[config.mk]
export PLATFORM = sky130hd
export DESIGN_NAME = ecc_fail_tracker
export DESIGN_NICKNAME = d
export VERILOG_FILES = /design/src/rtl/ecc_trk_pkg.sv /design/src/rtl/spi_pin_sync.sv /design/src/rtl/ecc_status_keeper.sv /design/src/rtl/spi_readback_shifter.sv /design/src/rtl/ecc_fail_tracker.sv
export SDC_FILE = /design/constraint.sdc
export NUM_CORES = 1
export LEC_CHECK = 0
export CAP_MARGIN = 20
export CORE_MARGIN = 4
export CORE_UTILIZATION = 40
export DETAILED_ROUTE_END_ITERATION = 6
export DONT_BUFFER_PORTS = 1
export PLACE_DENSITY_LB_ADDON = 0.05
export SETUP_SLACK_MARGIN = 0.3
export SLEW_MARGIN = 20
export SYNTH_ARGS = -nofsm -noshare
export SYNTH_HDL_FRONTEND = slang
export SYNTH_SLANG_ARGS = --single-unit
[constraint.sdc]
create_clock -name clk -period 1.6 [get_ports clk]
set_input_delay 0.16 -clock clk [delete_from_list [all_inputs] [get_ports clk]]
set_output_delay 0.16 -clock clk [all_outputs]
set_load 0.005 [all_outputs]
[src/rtl/ecc_trk_pkg.sv]
// Shared types and constants for the ECC failure page address tracker.
package ecc_trk_pkg;

    // Accumulated status codes
    typedef enum logic [1:0] {
        ST_NONE       = 2'b00,
        ST_FIXED      = 2'b01,
        ST_FAIL_ONE   = 2'b10,
        ST_FAIL_MULTI = 2'b11
    } ecc_stat_e;

    // Serial frame phases
    typedef enum logic [1:0] {
        PH_OPCODE = 2'b00,
        PH_DUMMY  = 2'b01,
        PH_ADDR   = 2'b10,
        PH_IDLE   = 2'b11
    } phase_e;

    localparam logic [7:0] OP_FAIL_ADDR = 8'hA9;

    // Fold one page outcome into the running status
    function automatic logic [1:0] fold_status(input logic [1:0] cur, input logic [1:0] res);
        logic [1:0] nxt;
        nxt = cur;
        if (res[1]) begin
            nxt = cur[1] ? ST_FAIL_MULTI : ST_FAIL_ONE;
        end else if (res[0] && (cur == ST_NONE)) begin
            nxt = ST_FIXED;
        end
        return nxt;
    endfunction

endpackage

[src/rtl/spi_pin_sync.sv]
// Brings the asynchronous SPI pins into the clk domain and flags SCLK edges.
// Assumes clk runs at least six times faster than SCLK, so every level lasts
// several clk cycles. DI is delayed by the same number of stages as SCLK, so
// di_s is the value that was present at the detected edge.
module spi_pin_sync #(
    parameter int STAGES = 2
) (
    input  logic clk,
    input  logic rst_n,
    input  logic cs_n,
    input  logic sclk,
    input  logic di,
    output logic cs_n_s,
    output logic di_s,
    output logic sclk_rise,
    output logic sclk_fall
);
    logic [STAGES-1:0] cs_pipe;
    logic [STAGES-1:0] di_pipe;
    logic [STAGES:0]   sclk_pipe;

    // Synchronizer chains, one extra SCLK stage for edge detection
    always_ff @(posedge clk) begin
        if (!rst_n) begin
            cs_pipe   <= '1;
            di_pipe   <= '0;
            sclk_pipe <= '0;
        end else begin
            cs_pipe   <= {cs_pipe[STAGES-2:0], cs_n};
            di_pipe   <= {di_pipe[STAGES-2:0], di};
            sclk_pipe <= {sclk_pipe[STAGES-1:0], sclk};
        end
    end

    // Edge flags and synchronized levels
    always_comb begin
        cs_n_s    = cs_pipe[STAGES-1];
        di_s      = di_pipe[STAGES-1];
        sclk_rise = sclk_pipe[STAGES-1] & ~sclk_pipe[STAGES];
        sclk_fall = ~sclk_pipe[STAGES-1] & sclk_pipe[STAGES];
    end
endmodule

[src/rtl/ecc_status_keeper.sv]
// Accumulates per-page ECC outcomes into a two-bit status and holds the
// address of the latest uncorrectable page. A read command clears the status
// only. A page in the same cycle as a read command counts toward the new read.
module ecc_status_keeper
    import ecc_trk_pkg::*;
#(
    parameter int ADDR_W = 16
) (
    input  logic              clk,
    input  logic              rst_n,
    input  logic              ecc_en,
    input  logic              rd_cmd,
    input  logic              pg_vld,
    input  logic [ADDR_W-1:0] pg_addr,
    input  logic [1:0]        pg_result,
    output logic [1:0]        status,
    output logic [ADDR_W-1:0] fail_addr
);
    logic [1:0] base_stat;
    logic [1:0] next_stat;
    logic       take_page;

    // Next-status selection
    always_comb begin
        base_stat = rd_cmd ? ST_NONE : status;
        take_page = pg_vld & ecc_en;
        next_stat = take_page ? fold_status(base_stat, pg_result) : base_stat;
    end

    // Status and failing address registers
    always_ff @(posedge clk) begin
        if (!rst_n) begin
            status    <= ST_NONE;
            fail_addr <= '0;
        end else begin
            status <= next_stat;
            if (take_page && pg_result[1]) begin
                fail_addr <= pg_addr;
            end
        end
    end
endmodule

[src/rtl/spi_readback_shifter.sv]
// Decodes a serial frame: opcode, dummy bits, then shifts out the stored
// address on falling SCLK edges. The address is captured at the end of the
// dummy phase, so page updates during the shift do not tear the value.
// Assumes synchronized inputs from spi_pin_sync and DUMMY_BITS >= 1.
module spi_readback_shifter
    import ecc_trk_pkg::*;
#(
    parameter int ADDR_W     = 16,
    parameter int OP_W       = 8,
    parameter int DUMMY_BITS = 8
) (
    input  logic              clk,
    input  logic              rst_n,
    input  logic              cs_n_s,
    input  logic              di_s,
    input  logic              sclk_rise,
    input  logic              sclk_fall,
    input  logic [ADDR_W-1:0] fail_addr,
    input  logic [OP_W-1:0]   opcode,
    output logic              do_bit,
    output logic              do_oe
);
    localparam int MAX_BITS = (ADDR_W > OP_W) ? ((ADDR_W > DUMMY_BITS) ? ADDR_W : DUMMY_BITS)
                                              : ((OP_W > DUMMY_BITS) ? OP_W : DUMMY_BITS);
    localparam int CNT_W = $clog2(MAX_BITS + 1);

    phase_e            phase;
    logic [CNT_W-1:0]  bit_cnt;
    logic [OP_W-1:0]   op_sr;
    logic [OP_W-1:0]   op_next;
    logic [ADDR_W-1:0] addr_sr;
    logic              do_q;

    // Opcode with the current bit shifted in
    always_comb op_next = {op_sr[OP_W-2:0], di_s};

    // Frame phase, bit counter and opcode capture on rising SCLK
    always_ff @(posedge clk) begin
        if (!rst_n || cs_n_s) begin
            phase   <= PH_OPCODE;
            bit_cnt <= '0;
            op_sr   <= '0;
        end else if (sclk_rise) begin
            case (phase)
                PH_OPCODE: begin
                    op_sr <= op_next;
                    if (bit_cnt == CNT_W'(OP_W - 1)) begin
                        bit_cnt <= '0;
                        phase   <= (op_next == opcode) ? PH_DUMMY : PH_IDLE;
                    end else begin
                        bit_cnt <= bit_cnt + 1'b1;
                    end
                end
                PH_DUMMY: begin
                    if (bit_cnt == CNT_W'(DUMMY_BITS - 1)) begin
                        bit_cnt <= '0;
                        phase   <= PH_ADDR;
                    end else begin
                        bit_cnt <= bit_cnt + 1'b1;
                    end
                end
                PH_ADDR: begin
                    if (bit_cnt == CNT_W'(ADDR_W - 1)) begin
                        bit_cnt <= '0;
                        phase   <= PH_IDLE;
                    end else begin
                        bit_cnt <= bit_cnt + 1'b1;
                    end
                end
                default: begin
                    bit_cnt <= bit_cnt;
                end
            endcase
        end
    end

    // Address snapshot at the last dummy bit, shifted out on falling SCLK
    always_ff @(posedge clk) begin
        if (!rst_n || cs_n_s) begin
            addr_sr <= '0;
            do_q    <= 1'b0;
        end else if (sclk_rise && phase == PH_DUMMY && bit_cnt == CNT_W'(DUMMY_BITS - 1)) begin
            addr_sr <= fail_addr;
        end else if (sclk_fall && phase == PH_ADDR) begin
            do_q    <= addr_sr[ADDR_W-1];
            addr_sr <= {addr_sr[ADDR_W-2:0], 1'b0};
        end
    end

    // Drive only during the address phase of a selected frame
    always_comb begin
        do_oe  = !cs_n_s && (phase == PH_ADDR);
        do_bit = do_oe & do_q;
    end
endmodule

[src/rtl/ecc_fail_tracker.sv]
// Top level: per-page ECC status accumulation plus serial readback of the
// latest uncorrectable page address. Single clock domain; the SPI pins are
// oversampled by clk.
module ecc_fail_tracker
    import ecc_trk_pkg::*;
#(
    parameter int ADDR_W      = 16,
    parameter int OP_W        = 8,
    parameter int DUMMY_BITS  = 8,
    parameter int SYNC_STAGES = 2
) (
    input  logic              clk,
    input  logic              rst_n,
    input  logic              ecc_en,
    input  logic              rd_cmd,
    input  logic              pg_vld,
    input  logic [ADDR_W-1:0] pg_addr,
    input  logic [1:0]        pg_result,
    output logic [1:0]        ecc_status,
    input  logic              spi_cs_n,
    input  logic              spi_sclk,
    input  logic              spi_di,
    output logic              spi_do,
    output logic              spi_do_oe
);
    logic              cs_n_sync;
    logic              di_sync;
    logic              sclk_rise;
    logic              sclk_fall;
    logic [ADDR_W-1:0] fail_addr;

    spi_pin_sync #(.STAGES(SYNC_STAGES)) i_sync (
        .clk       (clk),
        .rst_n     (rst_n),
        .cs_n      (spi_cs_n),
        .sclk      (spi_sclk),
        .di        (spi_di),
        .cs_n_s    (cs_n_sync),
        .di_s      (di_sync),
        .sclk_rise (sclk_rise),
        .sclk_fall (sclk_fall)
    );

    ecc_status_keeper #(.ADDR_W(ADDR_W)) i_keeper (
        .clk       (clk),
        .rst_n     (rst_n),
        .ecc_en    (ecc_en),
        .rd_cmd    (rd_cmd),
        .pg_vld    (pg_vld),
        .pg_addr   (pg_addr),
        .pg_result (pg_result),
        .status    (ecc_status),
        .fail_addr (fail_addr)
    );

    spi_readback_shifter #(
        .ADDR_W     (ADDR_W),
        .OP_W       (OP_W),
        .DUMMY_BITS (DUMMY_BITS)
    ) i_shifter (
        .clk       (clk),
        .rst_n     (rst_n),
        .cs_n_s    (cs_n_sync),
        .di_s      (di_sync),
        .sclk_rise (sclk_rise),
        .sclk_fall (sclk_fall),
        .fail_addr (fail_addr),
        .opcode    (OP_W'(OP_FAIL_ADDR)),
        .do_bit    (spi_do),
        .do_oe     (spi_do_oe)
    );
endmodule

**Word level (Yosys, flattened, before mapping)**

Cells that the tools add are included.

- Bits in registers: 56
- Latch bits: 0
- Memory bits (writable): 0
- ROM bits: 0
- Input bits: 26
- Output and inout port bits: 4
- Word-level logic and storage cells: 60
- Memories kept: 0

- $add $sub $neg: 1
- Multiply operators: 0
- Divide/modulo/power cells: 0
- $lt $le $gt $ge: 0
- Equal/unequal tests: 8
- Shift-type cells: 0
- Multiplexer cells: 15
- Bitwise logic cells: 7
- Reductions and logical operators: 19

Operator list:

| operator | count |
|---|---|
| $mux 16 | 2 |
| $mux 2 | 8 |
| $mux 5 | 2 |
| $pmux 5 s2 | 1 |
| $eq 8x8->1 const B | 1 |
| $logic_and 1x1->1 | 6 |
| $ne 2x1->1 const B | 3 |
| $pmux 2 s3 | 1 |
| $reduce_and 2->1 | 3 |
| $add 5x1->5 const B | 1 |
| $eq 5x3->1 const B | 1 |
| $eq 5x4->1 const B | 1 |
| $reduce_and 5->1 | 1 |
| $and 1x1->1 | 4 |
| $logic_not 2->1 | 2 |
| $reduce_bool 2->1 | 2 |
| $not 1->1 | 3 |
| $reduce_bool 3->1 | 1 |
| $eq 2x1->1 const B | 1 |
| $eq 2x2->1 const B | 1 |
| $logic_not 1->1 | 2 |
| $reduce_or 2->1 | 1 |
| $logic_or 1x1->1 | 1 |
| $mux 1 | 1 |

**Logic depth before layout (Yosys ltp)**

- Depth in word-level cells: 6
- Gate-level depth with buffers: 9
- Gate-level depth less buffers: 8

**Cells and area by module**

Synthesis repeated with hierarchy kept, for this count alone.

- Cell total of the unflattened synthesis: 287
- Area, all modules: 2561.2 um2

By module, submodules not included:

| module | instances | cells an instance | area each (um2) | seq. area each (um2) |
|---|---|---|---|---|
| spi_readback_shifter | 1 | 190 | 1700.4 | 620.6 |
| ecc_status_keeper | 1 | 79 | 656.9 | 360.3 |
| spi_pin_sync | 1 | 16 | 196.4 | 140.1 |
| ecc_fail_tracker | 1 | 2 | 7.5 | 0.0 |

**Worst setup path after synthesis**

OpenSTA, ideal clock, no wires.

- Path type: reg-to-reg
- From: register i_shifter.phase[0]
- To: register i_shifter.addr_sr[15]
- Setup time: 0.071 ns
- Arrival time: 1.655 ns
- Data required time: 1.529 ns
- Setup slack: -0.126 ns
- Cell stages (with the launch flop): 10
- Path buffers: 3
- Clock period less this slack: 1.726 ns
- Path through: dfxtp_1 -> inv_1 -> ha_1 -> buf_2 -> and3b_1 -> buf_2 -> a31oi_4 -> buf_4 -> nand2_1 -> a21oi_1

- Cells in the longest elaborated chain, start to end: 4
- Elaborated cells between the ends (all ways): 7
- Those cells by class: eq/ne: 2; mux: 1; reduce/logical: 4

RTL lines:

| what | line | source |
|---|---|---|
| start: declaration | spi_readback_shifter.sv:27 | `phase_e phase;` |
| start signal: assignment | spi_readback_shifter.sv:49 | `phase <= (op_next == opcode) ? PH_DUMMY : PH_IDLE;` |
| $eq 2x1->1 | spi_readback_shifter.sv:82 | `end else if (sclk_rise && phase == PH_DUMMY && bit_cnt == CNT_W'(DUMMY_BITS - 1)) begin` |
| $logic_and 1x1->1 (2 in series) | spi_readback_shifter.sv:82 |  |
| $mux 16 or $reduce_bool 2->1 (tied branches) | - |  |
| end signal: assignment | spi_readback_shifter.sv:83 | `addr_sr <= fail_addr;` |
| end signal: assignment | spi_readback_shifter.sv:86 | `addr_sr <= {addr_sr[ADDR_W-2:0], 1'b0};` |
| end: declaration | spi_readback_shifter.sv:31 | `logic [ADDR_W-1:0] addr_sr;` |

Several ways; a longest one is shown, not always the timed one.
A chain may end at the register's enable or synchronous reset.

**Worst setup path after layout**

- From: register i_shifter.phase[1]
- To: register i_shifter.bit_cnt[2]

- Cells in the longest elaborated chain, start to end: 4
- Elaborated cells between the ends (all ways): 7
- Those cells by class: eq/ne: 2; mux: 1; reduce/logical: 4

RTL lines:

| what | line | source |
|---|---|---|
| $eq 2x1->1 or $logic_not 2->1 (tied branches) | spi_readback_shifter.sv:44 | `case (phase)` |
| $reduce_or 2->1 (no source line) | - |  |
| $reduce_bool 2->1 (no source line) | - |  |
| $reduce_and 2->1 (no source line) | - |  |
| end signal: assignment | spi_readback_shifter.sv:51 | `bit_cnt <= bit_cnt + 1'b1;` |
| end signal: assignment | spi_readback_shifter.sv:59 | `bit_cnt <= bit_cnt + 1'b1;` |
| end signal: assignment | spi_readback_shifter.sv:67 | `bit_cnt <= bit_cnt + 1'b1;` |
| end: declaration | spi_readback_shifter.sv:28 | `logic [CNT_W-1:0] bit_cnt;` |

Several ways; a longest one is shown, not always the timed one.

==> out/qor.yml <==
logic_synthesis:
  synth_nets: 287
  ys_async_sr_fraction: 0
  netlist_area_um2: 2330
  synth.area.top_cells: "dfxtp_1 48%, nand2_1 8.2%, a21boi_0 5.2%, a22oi_1 4.8%, ha_1 4.8%"
  yosys.area_share.simple: 0.196
  synth_edf_count: 0
  yosysMostFrequentCell: "dfxtp_1"
  avgSynthCellArea_um2: 9.24
  postSynthCellCount: 252
  synth.top_cells.by_count: "56 x dfxtp_1, 51 x nand2_1, 17 x a21oi_1"
  synth_compound_area_frac: 0.177
  yosys.area.top_type: "dfxtp_1"
  ys_warn_count: 0
  synth-xor-area-share: 0.00752
  synth-adder-area-share: 0.0484
  synth.distinct_cells: 38
  synth_top_area_share: 0.481
  synth.area.mux_share: 0.0473
  synth_top_family_by_area: "simple AND/OR/NAND/NOR gates"
  ys_seq_elements: 56
  ys.flop_type: "dfxtp_1"
  ys_seq_area_frac: 0.481
grt:
  grt_pass1_vias: 1849
  grt_pass1_wl_um: 8380
  antenna_found_initial: 0
  grt_overflow: 0
  grt_max_degree: 26
  met1_usage: 0.187
  grt-busiest-layer: "met2"
  met3_usage: 0.0363
  grt_util_all_layers: 0.143
  grtUsageMet2: 0.234
final_layout:
  final_cell_area_um2: 3240
  fillers: 512
  area_growth_pct: 39.3
  layout-drive-gt1-share: 0.332
  num_antenna_cells: 0
  nets: 326
setup_path:
  ff2ff_path_depth: 7
  end_kind: "flop"
  critPathMostFrequentCell: "buf_4"
  slowest_delay_ns: 0.38
  reg2reg_slack_ns: 0.08
  path_buf_inv: 3
  required_ns: 1.83
  crit_family: "buffers and inverters"
  cp.arrival_ns: 1.75
  crit_chain: "buf_4 > ha_4 > nor3b_4 > buf_4 > buf_4 > nand4b_1 > a21oi_1"
  timing.rr.end: "i_shifter.bit_cnt[2]"
  startpoint_type: "flop"
  crit_path_top_delay_cell: "dfxtp_4"
  worstPathMaxFanout: 4
  critical_path_class: "flop to flop"
  regToRegStartpoint: "i_shifter.phase[1]"
floorplan:
  die_area_um2: 7110
  die_h_um: 84.3
  start_util: 0.418
  fp-row-count: 27
  core_area_um2: 5570
  pin_count: 30
  die_w_um: 84.3
min_path:
  hold_class: "input pin to flop"
  hold_depth: 2
  worstHoldStart: "pg_addr[3]"
  min_to: "i_keeper.fail_addr[3]"
timing:
  finalCritPeriodShare: 0.952
  final-hold-violation-count: 0
  rsz0062_at_grt: "yes"
  slew_headroom: 0.522
  setup_ws_ns: 0.0772
  layout_min_cycle_time_ns: 1.52
  finalClockSkew_ns: 0.0107
  max_freq_ghz: 0.657
  setup_tns_ns: 0
  setup_viol_count_final: 0
  drv_slew: 0
  max_slew.worst_pin.slew_ns: 0.717
  whs_ns: 0.00197
clocking:
  clock_latency_ns: 0.30
  clockBufferDepth: 2
  cts_tree: "yes"
  clock-sinks: 56
  htreeDepth: 2
  cts.clk_slew.worst_paths_ns: 0.10
  cts_inserted_buffers: 5
  clockRootBuffer: "clkbuf_8"
place:
  gp_congestion: 0.746
  hpwl_um: 3010
  port_buffers: 0
  place_area_um2: 2510
  place_ws_ns: 0.00910
drt:
  dr.first_iter.drc_count: 69
  drc_errors: 0
  ant_nets: 0
  drtPass1Iterations: 4
  drt_wl_total_um: 4810
  vias_per_cell: 4.96
  avgRoutedWirePerCell_um: 13.2
  vias: 1807
flow_run:
  max_cap_violations: 0
power:
  leakage_nw: 1.08
  ir_worst_vdd_mv: 0.585
  powerDensity_nw_per_um2: 713
run_status:
  status: "completed"
-- per-layer routing --
layer / part of all wire / vias up
li1: - / 934
met1: 0.48 / 847
met2: 0.47 / 22
met3: 0.037 / 4
met4: 0.0092 / 0
met5: 0 / -
-- stage by stage --
stage          std cells   util  power (W)
6_report             364  0.582    0.00231
5_1_grt              364  0.582    0.00244
4_1_cts              361  0.531    0.00234
3_5_place_dp         323  0.451    0.00153
3_3_place_gp         323  0.451    0.00153
2_1_floorplan        252      -    0.00151
-- worst register-to-register path, cell delays in order (launching register included) --
cell and delay [ns]:
dfxtp_4 0.38, buf_4 0.15, ha_4 0.16, nor3b_4 0.27, buf_4 0.17, buf_4 0.10
nand4b_1 0.09, a21oi_1 0.13
-- worst max path at each step --
| stage | startpoint | endpoint | slack [ns] | depth (start not counted) |
|---|---|---|---|---|
| global placement | i_shifter.bit_cnt[1] | i_shifter.phase[1] | 0.06 | 7 |
| finish | i_shifter.phase[1] | i_shifter.bit_cnt[2] | 0.08 | 7 |
| CTS | i_shifter.phase[0] | i_shifter.phase[1] | 0.06 | 6 |
| global route | i_shifter.phase[0] | i_shifter.phase[1] | -0.03 | 6 |
| detailed placement | i_shifter.phase[1] | i_shifter.phase[1] | 0.009 | 6 |
| floorplan | i_shifter.bit_cnt[0] | i_shifter.addr_sr[0] | 0.08 | 6 |
-- cells in the final DEF (no fill, tap or decap), types with 3 or more instances in the layout --
cell / count
a21boi_0: 16
nor2_1: 15
ha_4: 5
clkbuf_8: 5
a22oi_1: 10
buf_12: 3
and2_1: 7
a21oi_2: 16
nand2_1: 36
nand2_4: 15
dfxtp_1: 52
buf_4: 21
mux2i_1: 9
dlygate4sd3_1: 18
inv_1: 4
ha_1: 4
nand2b_1: 3
a22oi_2: 5
buf_6: 3
-- flip-flops by register name (all words and copies together) (netlist names) --
| signal | count |
|---|---|
| i_keeper.fail_addr | 16 |
| i_shifter.addr_sr | 16 |
| i_shifter.op_sr | 7 |
| i_shifter.bit_cnt | 5 |
| i_sync.sclk_pipe | 3 |
| i_keeper.status | 2 |
| i_shifter.phase | 2 |
| i_sync.cs_pipe | 2 |
| i_sync.di_pipe | 2 |
| i_shifter.do_q | 1 |
-- area by class of cell --
cell class	instances	area, um^2	area share
multi-input combinational	175	1460	0.451
sequential	56	1130	0.349
timing repair buffer	46	444	0.137
tap	72	90.1	0.0278
clock buffer	7	76.3	0.0235
inverter	7	31.3	0.00965
clock inverter	1	8.76	0.00270
-- logic make-up (layout without fill, tap and decap cells) --
group,Yosys count,after routing
AND/OR/NAND/NOR,94,94
AO/OA/AOI/OAI,59,59
flip-flops,56,56
buffers and inverters,21,61
multiplexers,11,11
adder cells (fa/ha/maj),9,9
XOR/XNOR,2,2
-- power by group --
| part | internal (W) | leakage, nW | total, W | switching [W] |
|---|---|---|---|---|
| logic | 0.0000718 | 0.582 | 0.000125 | 0.0000534 |
| registers | 0.00141 | 0.456 | 0.00143 | 0.0000140 |
| clock network | 0.000317 | 0.0428 | 0.000761 | 0.000444 |
-- what timing repair did --
action	4_1_cts	5_1_grt
hold endpoints to repair	25	1
hold buffers	18	1
cloned	0	0
pin swaps	11	11
setup buffers	12	2
gates resized for setup	16	62
setup endpoints to repair	26	31
Power figures use the tool's default switching activity.
